### config.mk
export PLATFORM = sky130hd
export DESIGN_NAME = serial_frame_rx
export DESIGN_NICKNAME = d
export VERILOG_FILES = /design/src/rtl/sfr_pkg.sv /design/src/rtl/sfr_ws_sampler.sv /design/src/rtl/sfr_tracker.sv /design/src/rtl/sfr_assembler.sv /design/src/rtl/serial_frame_rx.sv
export SDC_FILE = /design/constraint.sdc
export NUM_CORES = 1
export LEC_CHECK = 0
export CAP_MARGIN = 40
export CORE_MARGIN = 2
export CORE_UTILIZATION = 40
export DETAILED_ROUTE_END_ITERATION = 7
export DONT_BUFFER_PORTS = 1
export SLEW_MARGIN = 20
export SYNTH_ARGS = -nofsm -noshare
export SYNTH_HDL_FRONTEND = slang
export SYNTH_SLANG_ARGS = --single-unit
### constraint.sdc
create_clock -name bit_clk -period 2.2 [get_ports bit_clk]
set_input_delay 0.22 -clock bit_clk [delete_from_list [all_inputs] [get_ports bit_clk]]
set_output_delay 0.22 -clock bit_clk [all_outputs]
set_load 0.05 [all_outputs]
### src/rtl/sfr_pkg.sv
package sfr_pkg;
   typedef enum logic [0:0] {
      TRK_SEARCH = 1'b0,
      TRK_ALIGNED = 1'b1
   } trk_state_t;

   function automatic bit is_pow2(input int unsigned v);
      return (v != 0) && ((v & (v - 1)) == 0);
   endfunction
endpackage

### src/rtl/sfr_ws_sampler.sv
module sfr_ws_sampler (
   input  logic clk,
   input  logic rst,
   input  logic ws,
   output logic ws_prev,
   output logic prev_ok
);
   // prev_ok marks that ws_prev holds a post-reset sample
   always_ff @(posedge clk) begin
      ws_prev <= ws;
      if (rst) prev_ok <= 1'b0;
      else     prev_ok <= 1'b1;
   end
endmodule

### src/rtl/sfr_tracker.sv
module sfr_tracker
   import sfr_pkg::*;
#(
   parameter int unsigned FRAME_W = 64,
   localparam int unsigned CNT_W = $clog2(FRAME_W)
) (
   input  logic             clk,
   input  logic             rst,
   input  logic             ws,
   input  logic             ws_prev,
   input  logic             prev_ok,
   output logic             aligned,
   output logic             cap,
   output logic [CNT_W-1:0] idx
);
   trk_state_t       st;
   logic [CNT_W-1:0] cnt;
   logic             rise;
   logic             want_lvl;
   logic             clash;

   always_comb begin
      rise     = prev_ok & ~ws_prev & ws;
      // first half of the frame is left (high), second half right (low)
      want_lvl = ~cnt[CNT_W-1];
      clash    = (st == TRK_ALIGNED) && (ws != want_lvl);
      cap      = (st == TRK_SEARCH) ? rise : ~clash;
      idx      = (st == TRK_SEARCH) ? '0 : cnt;
   end

   always_ff @(posedge clk) begin
      if (rst) begin
         st  <= TRK_SEARCH;
         cnt <= '0;
      end else if (st == TRK_SEARCH) begin
         if (rise) begin
            st  <= TRK_ALIGNED;
            cnt <= CNT_W'(1);
         end
      end else if (clash) begin
         st  <= TRK_SEARCH;
         cnt <= '0;
      end else begin
         cnt <= cnt + CNT_W'(1);   // wraps at FRAME_W (power of two)
      end
   end

   assign aligned = (st == TRK_ALIGNED);
endmodule

### src/rtl/sfr_assembler.sv
module sfr_assembler #(
   parameter int unsigned WORD_W  = 16,
   parameter int unsigned FRAME_W = 64,
   localparam int unsigned CNT_W  = $clog2(FRAME_W),
   localparam int unsigned POS_W  = $clog2(WORD_W),
   localparam int unsigned SLOT_W = CNT_W - POS_W
) (
   input  logic              clk,
   input  logic              rst,
   input  logic              cap,
   input  logic [CNT_W-1:0]  idx,
   input  logic              sd,
   input  logic              ws,
   output logic              word_valid,
   output logic [WORD_W-1:0] word_data,
   output logic [SLOT_W-1:0] word_slot,
   output logic              word_left
);
   localparam logic [POS_W-1:0] LAST_POS = POS_W'(WORD_W - 1);

   logic [WORD_W-1:0] shreg;
   logic [WORD_W-1:0] shnext;
   logic [POS_W-1:0]  pos;
   logic              chan_q;

   assign pos    = idx[POS_W-1:0];
   assign shnext = {shreg[WORD_W-2:0], sd};

   always_ff @(posedge clk) begin
      if (rst) begin
         shreg      <= '0;
         chan_q     <= 1'b0;
         word_valid <= 1'b0;
         word_data  <= '0;
         word_slot  <= '0;
         word_left  <= 1'b0;
      end else begin
         word_valid <= 1'b0;
         if (cap) begin
            shreg <= shnext;
            if (pos == '0) chan_q <= ws;
            if (pos == LAST_POS) begin
               word_valid <= 1'b1;
               word_data  <= shnext;
               word_slot  <= idx[CNT_W-1:POS_W];
               word_left  <= chan_q;
            end
         end
      end
   end
endmodule

### src/rtl/serial_frame_rx.sv
module serial_frame_rx
   import sfr_pkg::*;
#(
   parameter int unsigned WORD_W  = 16,
   parameter int unsigned FRAME_W = 64,
   localparam int unsigned CNT_W  = $clog2(FRAME_W),
   localparam int unsigned SLOT_W = CNT_W - $clog2(WORD_W)
) (
   input  logic              bit_clk,
   input  logic              rst,
   input  logic              ws_in,
   input  logic              sd_in,
   output logic              locked,
   output logic              word_valid,
   output logic [WORD_W-1:0] word_data,
   output logic [SLOT_W-1:0] word_slot,
   output logic              word_left
);
   generate
      if (!is_pow2(WORD_W) || WORD_W < 2) begin : g_bad_word
         $error("serial_frame_rx: WORD_W must be a power of two, at least 2");
      end
      if (!is_pow2(FRAME_W) || FRAME_W < 2 * WORD_W) begin : g_bad_frame
         $error("serial_frame_rx: FRAME_W must be a power of two holding two words or more");
      end
   endgenerate

   logic             ws_prev;
   logic             prev_ok;
   logic             cap;
   logic [CNT_W-1:0] idx;

   sfr_ws_sampler u_smp (
      .clk     (bit_clk),
      .rst     (rst),
      .ws      (ws_in),
      .ws_prev (ws_prev),
      .prev_ok (prev_ok)
   );

   sfr_tracker #(.FRAME_W(FRAME_W)) u_trk (
      .clk     (bit_clk),
      .rst     (rst),
      .ws      (ws_in),
      .ws_prev (ws_prev),
      .prev_ok (prev_ok),
      .aligned (locked),
      .cap     (cap),
      .idx     (idx)
   );

   sfr_assembler #(.WORD_W(WORD_W), .FRAME_W(FRAME_W)) u_asm (
      .clk        (bit_clk),
      .rst        (rst),
      .cap        (cap),
      .idx        (idx),
      .sd         (sd_in),
      .ws         (ws_in),
      .word_valid (word_valid),
      .word_data  (word_data),
      .word_slot  (word_slot),
      .word_left  (word_left)
   );
endmodule

Word level (Yosys, flattened, before mapping)
Cells that the tools add are included.
- output and inout port bits: 21
- bits in registers: 45
- word-level logic and storage cells: 35
- input port bits: 4
- equal/unequal tests: 2
- bitwise logic cells: 6
- muxes and demuxes: 10
- reduce and logical (&&, ||, !) cells: 6
- add/subtract/negate cells: 1
- operators with widths (kind ; number):
    $mux W6 ; 4
    $add A6 B1 Y6 const B ; 1
    $mux W1 ; 6
    $eq A4 B4 Y1 const B ; 1
    $logic_not A4 Y1 ; 1
    $not A1 Y1 ; 4
    $reduce_and A2 Y1 ; 2
    $and A1 B1 Y1 ; 2
    $reduce_bool A2 Y1 ; 1
    $reduce_or A2 Y1 ; 1
    $logic_and A1 B1 Y1 ; 1
    $ne A1 B1 Y1 ; 1

Depth between registers and ports, before layout
- word-level depth: 7
- gate-level depth with buffers: 7
- mapped depth without buffers: 5

Modules after synthesis
From an unflattened synthesis, not the netlist that was laid out.
- cells, all modules: 197
- area total of the unflattened synthesis: 1880.6 sq um
- modules (own cells, without submodules) (module ; area an instance (sq um) ; cells each ; instances ; seq. area each (sq um)):
    sfr_assembler ; 1402.6 ; 140 ; 1 ; 720.7
    sfr_tracker ; 434.2 ; 54 ; 1 ; 140.1
    sfr_ws_sampler ; 43.8 ; 3 ; 1 ; 40.0

Least setup slack after synthesis
Ideal clock, no wire load.
- path type: register to register
- from: reg u_trk.st, in the netlist u_trk.aligned
- to: reg u_asm.word_data[1]
- buffers on the path: 2
- data required time: 2.068 ns
- path slack: 0.422 ns
- period minus slack after synthesis: 1.778 ns
- data arrival time: 1.645 ns
- stages on the path, launching flop included: 7
- setup time: 0.132 ns
- cells stage by stage: dfxtp_1 -> inv_2 -> or3_1 -> buf_6 -> buf_6 -> nand2_1 -> a21oi_1
- word-level cells in the longest chain between the ends: 4
- elaborated cells between the ends (all ways): 6
- those cells by class: eq/ne: 1; mux: 2; bitwise: 1; reduce/logical: 2
- ends and longest elaborated chain (what ; line ; source):
    start, declared ; sfr_tracker.sv:16 ; trk_state_t st;
    start signal, assigned ; sfr_tracker.sv:33 ; st <= TRK_SEARCH;
    start signal, assigned ; sfr_tracker.sv:37 ; st <= TRK_ALIGNED;
    start signal, assigned ; sfr_tracker.sv:41 ; st <= TRK_SEARCH;
    parallel branches: the longest is 3 deep, another holds $mux W6 ; -- ;
    $reduce_and A2 Y1 (no source line) (*) ; -- ;
    end signal, assigned ; sfr_assembler.sv:44 ; word_data <= shnext;
    end, declared ; sfr_assembler.sv:15 ; output logic [WORD_W-1:0] word_data,
Mark *: on every way between the ends.
A chain may end at the register's enable or synchronous reset.

Worst setup path in the final report
- from: reg u_trk.cnt[0]
- to: reg u_asm.word_data[6]
- word-level cells in the longest chain between the ends: 3
- ends and longest elaborated chain (what ; line ; source):
    start, declared ; sfr_tracker.sv:17 ; logic [CNT_W-1:0] cnt;
    start signal, assigned ; sfr_tracker.sv:44 ; cnt <= cnt + CNT_W'(1);
    $mux W6 ; sfr_tracker.sv:28 ; idx = (st == TRK_SEARCH) ? '0 : cnt;
    $eq A4 B4 Y1 ; sfr_assembler.sv:42 ; if (pos == LAST_POS) begin
    $reduce_and A2 Y1 (no source line) ; -- ;
No other way between the ends.

==> results_dict.tcl <==
set metrics [dict create \
    status "completed" \
    worstRegToRegCells 4 \
    cts_hold_buffers 3 \
    ys_async_sr_fraction 0 \
    dr_wl_met3_um 187 \
    synthFlopType "dfxtp_1" \
    critPathBufInv 0 \
    fin_ws_ns 0.4508 \
    clock_skew_ns 0.005827 \
    drtIter0Drc 100 \
    wl_met1_mm 2.293 \
    drive_gt1_frac 0.06159 \
    hold_path.startpoint "rst" \
    ys_seq_area_frac 0.4278 \
    ant_nets 0 \
    final_nets 281 \
    synth_nets 285 \
    grt_max_degree 41 \
    gp_congestion 0.7186 \
    layout_commonest_cell "dfxtp_1" \
    yosysWarnings 0 \
    place_area_um2 2137 \
    arrival_ns 1.93 \
    slowest_stage "or3_1" \
    gr-total-overflow 0 \
    max_freq_ghz 0.5717 \
    whs_path_depth 1 \
    clock_latency_ns 0.29 \
    min_period_ns 1.749 \
    cts-root-buf "clkbuf_8" \
    total_power_mw 1.501 \
    post-route-util 0.4432 \
    period_share 0.7951 \
    cts_made_buffers 5 \
    worst_slew_margin_rel 0.5151 \
    seqCellArea_um2 900.9 \
    clkTransAtPathRegs_ns 0.08 \
    finalSetupViolCount 0 \
    holdPathEnd "u_smp.prev_ok" \
    r2r_setup_slack_ns 0.45 \
    rows 26 \
    final_area_um2 2263 \
    antenna_cells 0 \
    slew_viol_final 0 \
    core-area_um2 5107 \
    cp_top_family "simple AND/OR/NAND/NOR gates" \
    grt_pass1_wl_mm 7.859 \
    worstPathCellList "nand4_1 > or3_1 > nand2_1 > a21oi_1" \
    synth-seq-cells 45 \
    hold_violations 0 \
    cts_resized 0 \
    p_leak_nw 0.8130 \
    cts.sinks 45 \
    powerDensity_nw_per_um2 663.1 \
    multi_input_area_um2 1085 \
    die_h_um 76.56 \
    synthCells 280 \
    crit_type "flip-flop to flip-flop" \
    wl_met2_mm 1.989 \
    dp.cells 336 \
    ios 25 \
    cts_setup_buffers 0 \
    wl_per_cell_um 13.04 \
    cap_violations 0 \
    rsz0062_at_grt "no" \
    critPathLaunchType "flip-flop" \
    synth_area_um2 2106 \
    drt-pass1-iter-count 4 \
    drc 0 \
    whs_ns 0.05145 \
    max-clock-path-buffers 2 \
    dieArea_um2 5861 \
    avgSynthCellArea_um2 7.521 \
    n_fill_cell 542 \
    finalSetupTns_ns 0 \
    critical_path.max_fanout 19 \
    mostFrequentLayoutCells "dfxtp_1 (45), nand2_1 (41), a21oi_1 (38), nor2_1 (32), o21ai_0 (22)" \
    peakVddDrop_uv 371.3 \
    vias 1785 \
    finalNonFillerCells 346 \
    max_stage_delay_ns 0.70 \
    top_layer "met4" \
    dp_slack_ns 0.4638 \
    synth-edff-count 0 \
    avgViaCountPerCell 5.159 \
    die_w_um 76.56 \
    dp_hpwl_mm 2.789 \
    cts_tree "done" \
    htree_levels 2 \
    reg2reg_from "u_trk.cnt[0]" \
    antenna_found_initial 0 \
    worst_slew_pin_slew_ns 0.7273 \
    critPathCaptureType "flip-flop" \
    required_ns 2.38 \
    grt_pass1_vias 1673 \
    syn_to_final_growth_pct 7.487 \
    min_path_type "input pin to flip-flop" \
    track_usage 0.1655 \
    worstReg2RegEnd "u_asm.word_data[6]" \
    initial_utilization 0.4123 \
    wirelength_mm 4.512 \
    port_buffers 0 \
    synthDistinctLibCells 34 \
]
-- cell type report --
class | instances | area share
multi-input cells | 210 | 0.4793
clock buffers | 7 | 0.03814
repair buffers | 9 | 0.03759
flip-flops and latches | 45 | 0.3980
inverters | 5 | 0.008292
well taps | 70 | 0.03870
-- how the worst max path moves through the flow --
stage	startpoint	to	cells past startpoint
detailed placement	u_trk.cnt[0]	u_asm.word_data[13]	4
finish	u_trk.cnt[0]	u_asm.word_data[6]	4
floorplan	u_trk.aligned	u_asm.word_data[1]	6
global route	u_trk.cnt[0]	u_asm.word_data[11]	4
CTS	u_trk.cnt[0]	u_asm.word_data[13]	4
global placement	u_trk.cnt[0]	u_asm.word_data[9]	4
-- sequential cells by signal, indices dropped and copies added (netlist names) --
register          flops
u_asm.word_data      16
u_asm.shreg          15
u_trk.cnt             6
u_asm.word_slot       2
u_asm.chan_q          1
u_asm.word_left       1
u_asm.word_valid      1
u_smp.prev_ok         1
u_smp.ws_prev         1
u_trk.aligned         1
-- kinds of logic (layout without fill, tap and decap cells) --
| kind of cell | Yosys count | after routing | share of synthesized area |
|---|---|---|---|
| and+or+nand+nor | 123 | 123 | 0.2715 |
| AOI/OAI and AO/OA | 83 | 83 | 0.2205 |
| buffers and inverters | 25 | 21 | 0.05703 |
| xor gates and xnor gates | 1 | 1 | 0.007726 |
| muxes | 2 | 2 | 0.009507 |
| DFF | 45 | 45 | 0.4278 |
| adders and majority gates | 1 | 1 | 0.005941 |
-- cell usage after synthesis, types with 2 or more instances --
cell type | instances | area share
mux2i_1 | 2 | 0.0095
clkbuf_1 | 12 | 0.021
nand2b_1 | 6 | 0.018
nor3_1 | 19 | 0.045
nand3_1 | 3 | 0.0071
o22ai_1 | 13 | 0.039
nand2_1 | 41 | 0.073
buf_2 | 3 | 0.0071
dfxtp_1 | 45 | 0.43
o21ai_0 | 22 | 0.052
buf_6 | 2 | 0.011
nor2b_1 | 17 | 0.051
nor2_1 | 32 | 0.057
a21oi_1 | 38 | 0.090
buf_4 | 2 | 0.0071
o221ai_1 | 2 | 0.0083
inv_1 | 4 | 0.0071
-- power by group --
group          switching [mW]  internal (mW)
Sequential             0.0312          0.841
Combinational          0.0715         0.0509
Clock                   0.257          0.249
-- worst register-to-register path: stages, from the launching register on --
cell and delay, ns:
dfxtp_1 0.44, nand4_1 0.26, or3_1 0.70, nand2_1 0.18, a21oi_1 0.07
-- metal layers --
metal / up-vias / global-route usage
met5: - / 0
met3: 4 / 0.05924
li1: 957 / -
met1: 794 / 0.2230
met2: 30 / 0.2478
met4: 0 / 0.05091
No activity file was read; power rests on OpenSTA's default activity.
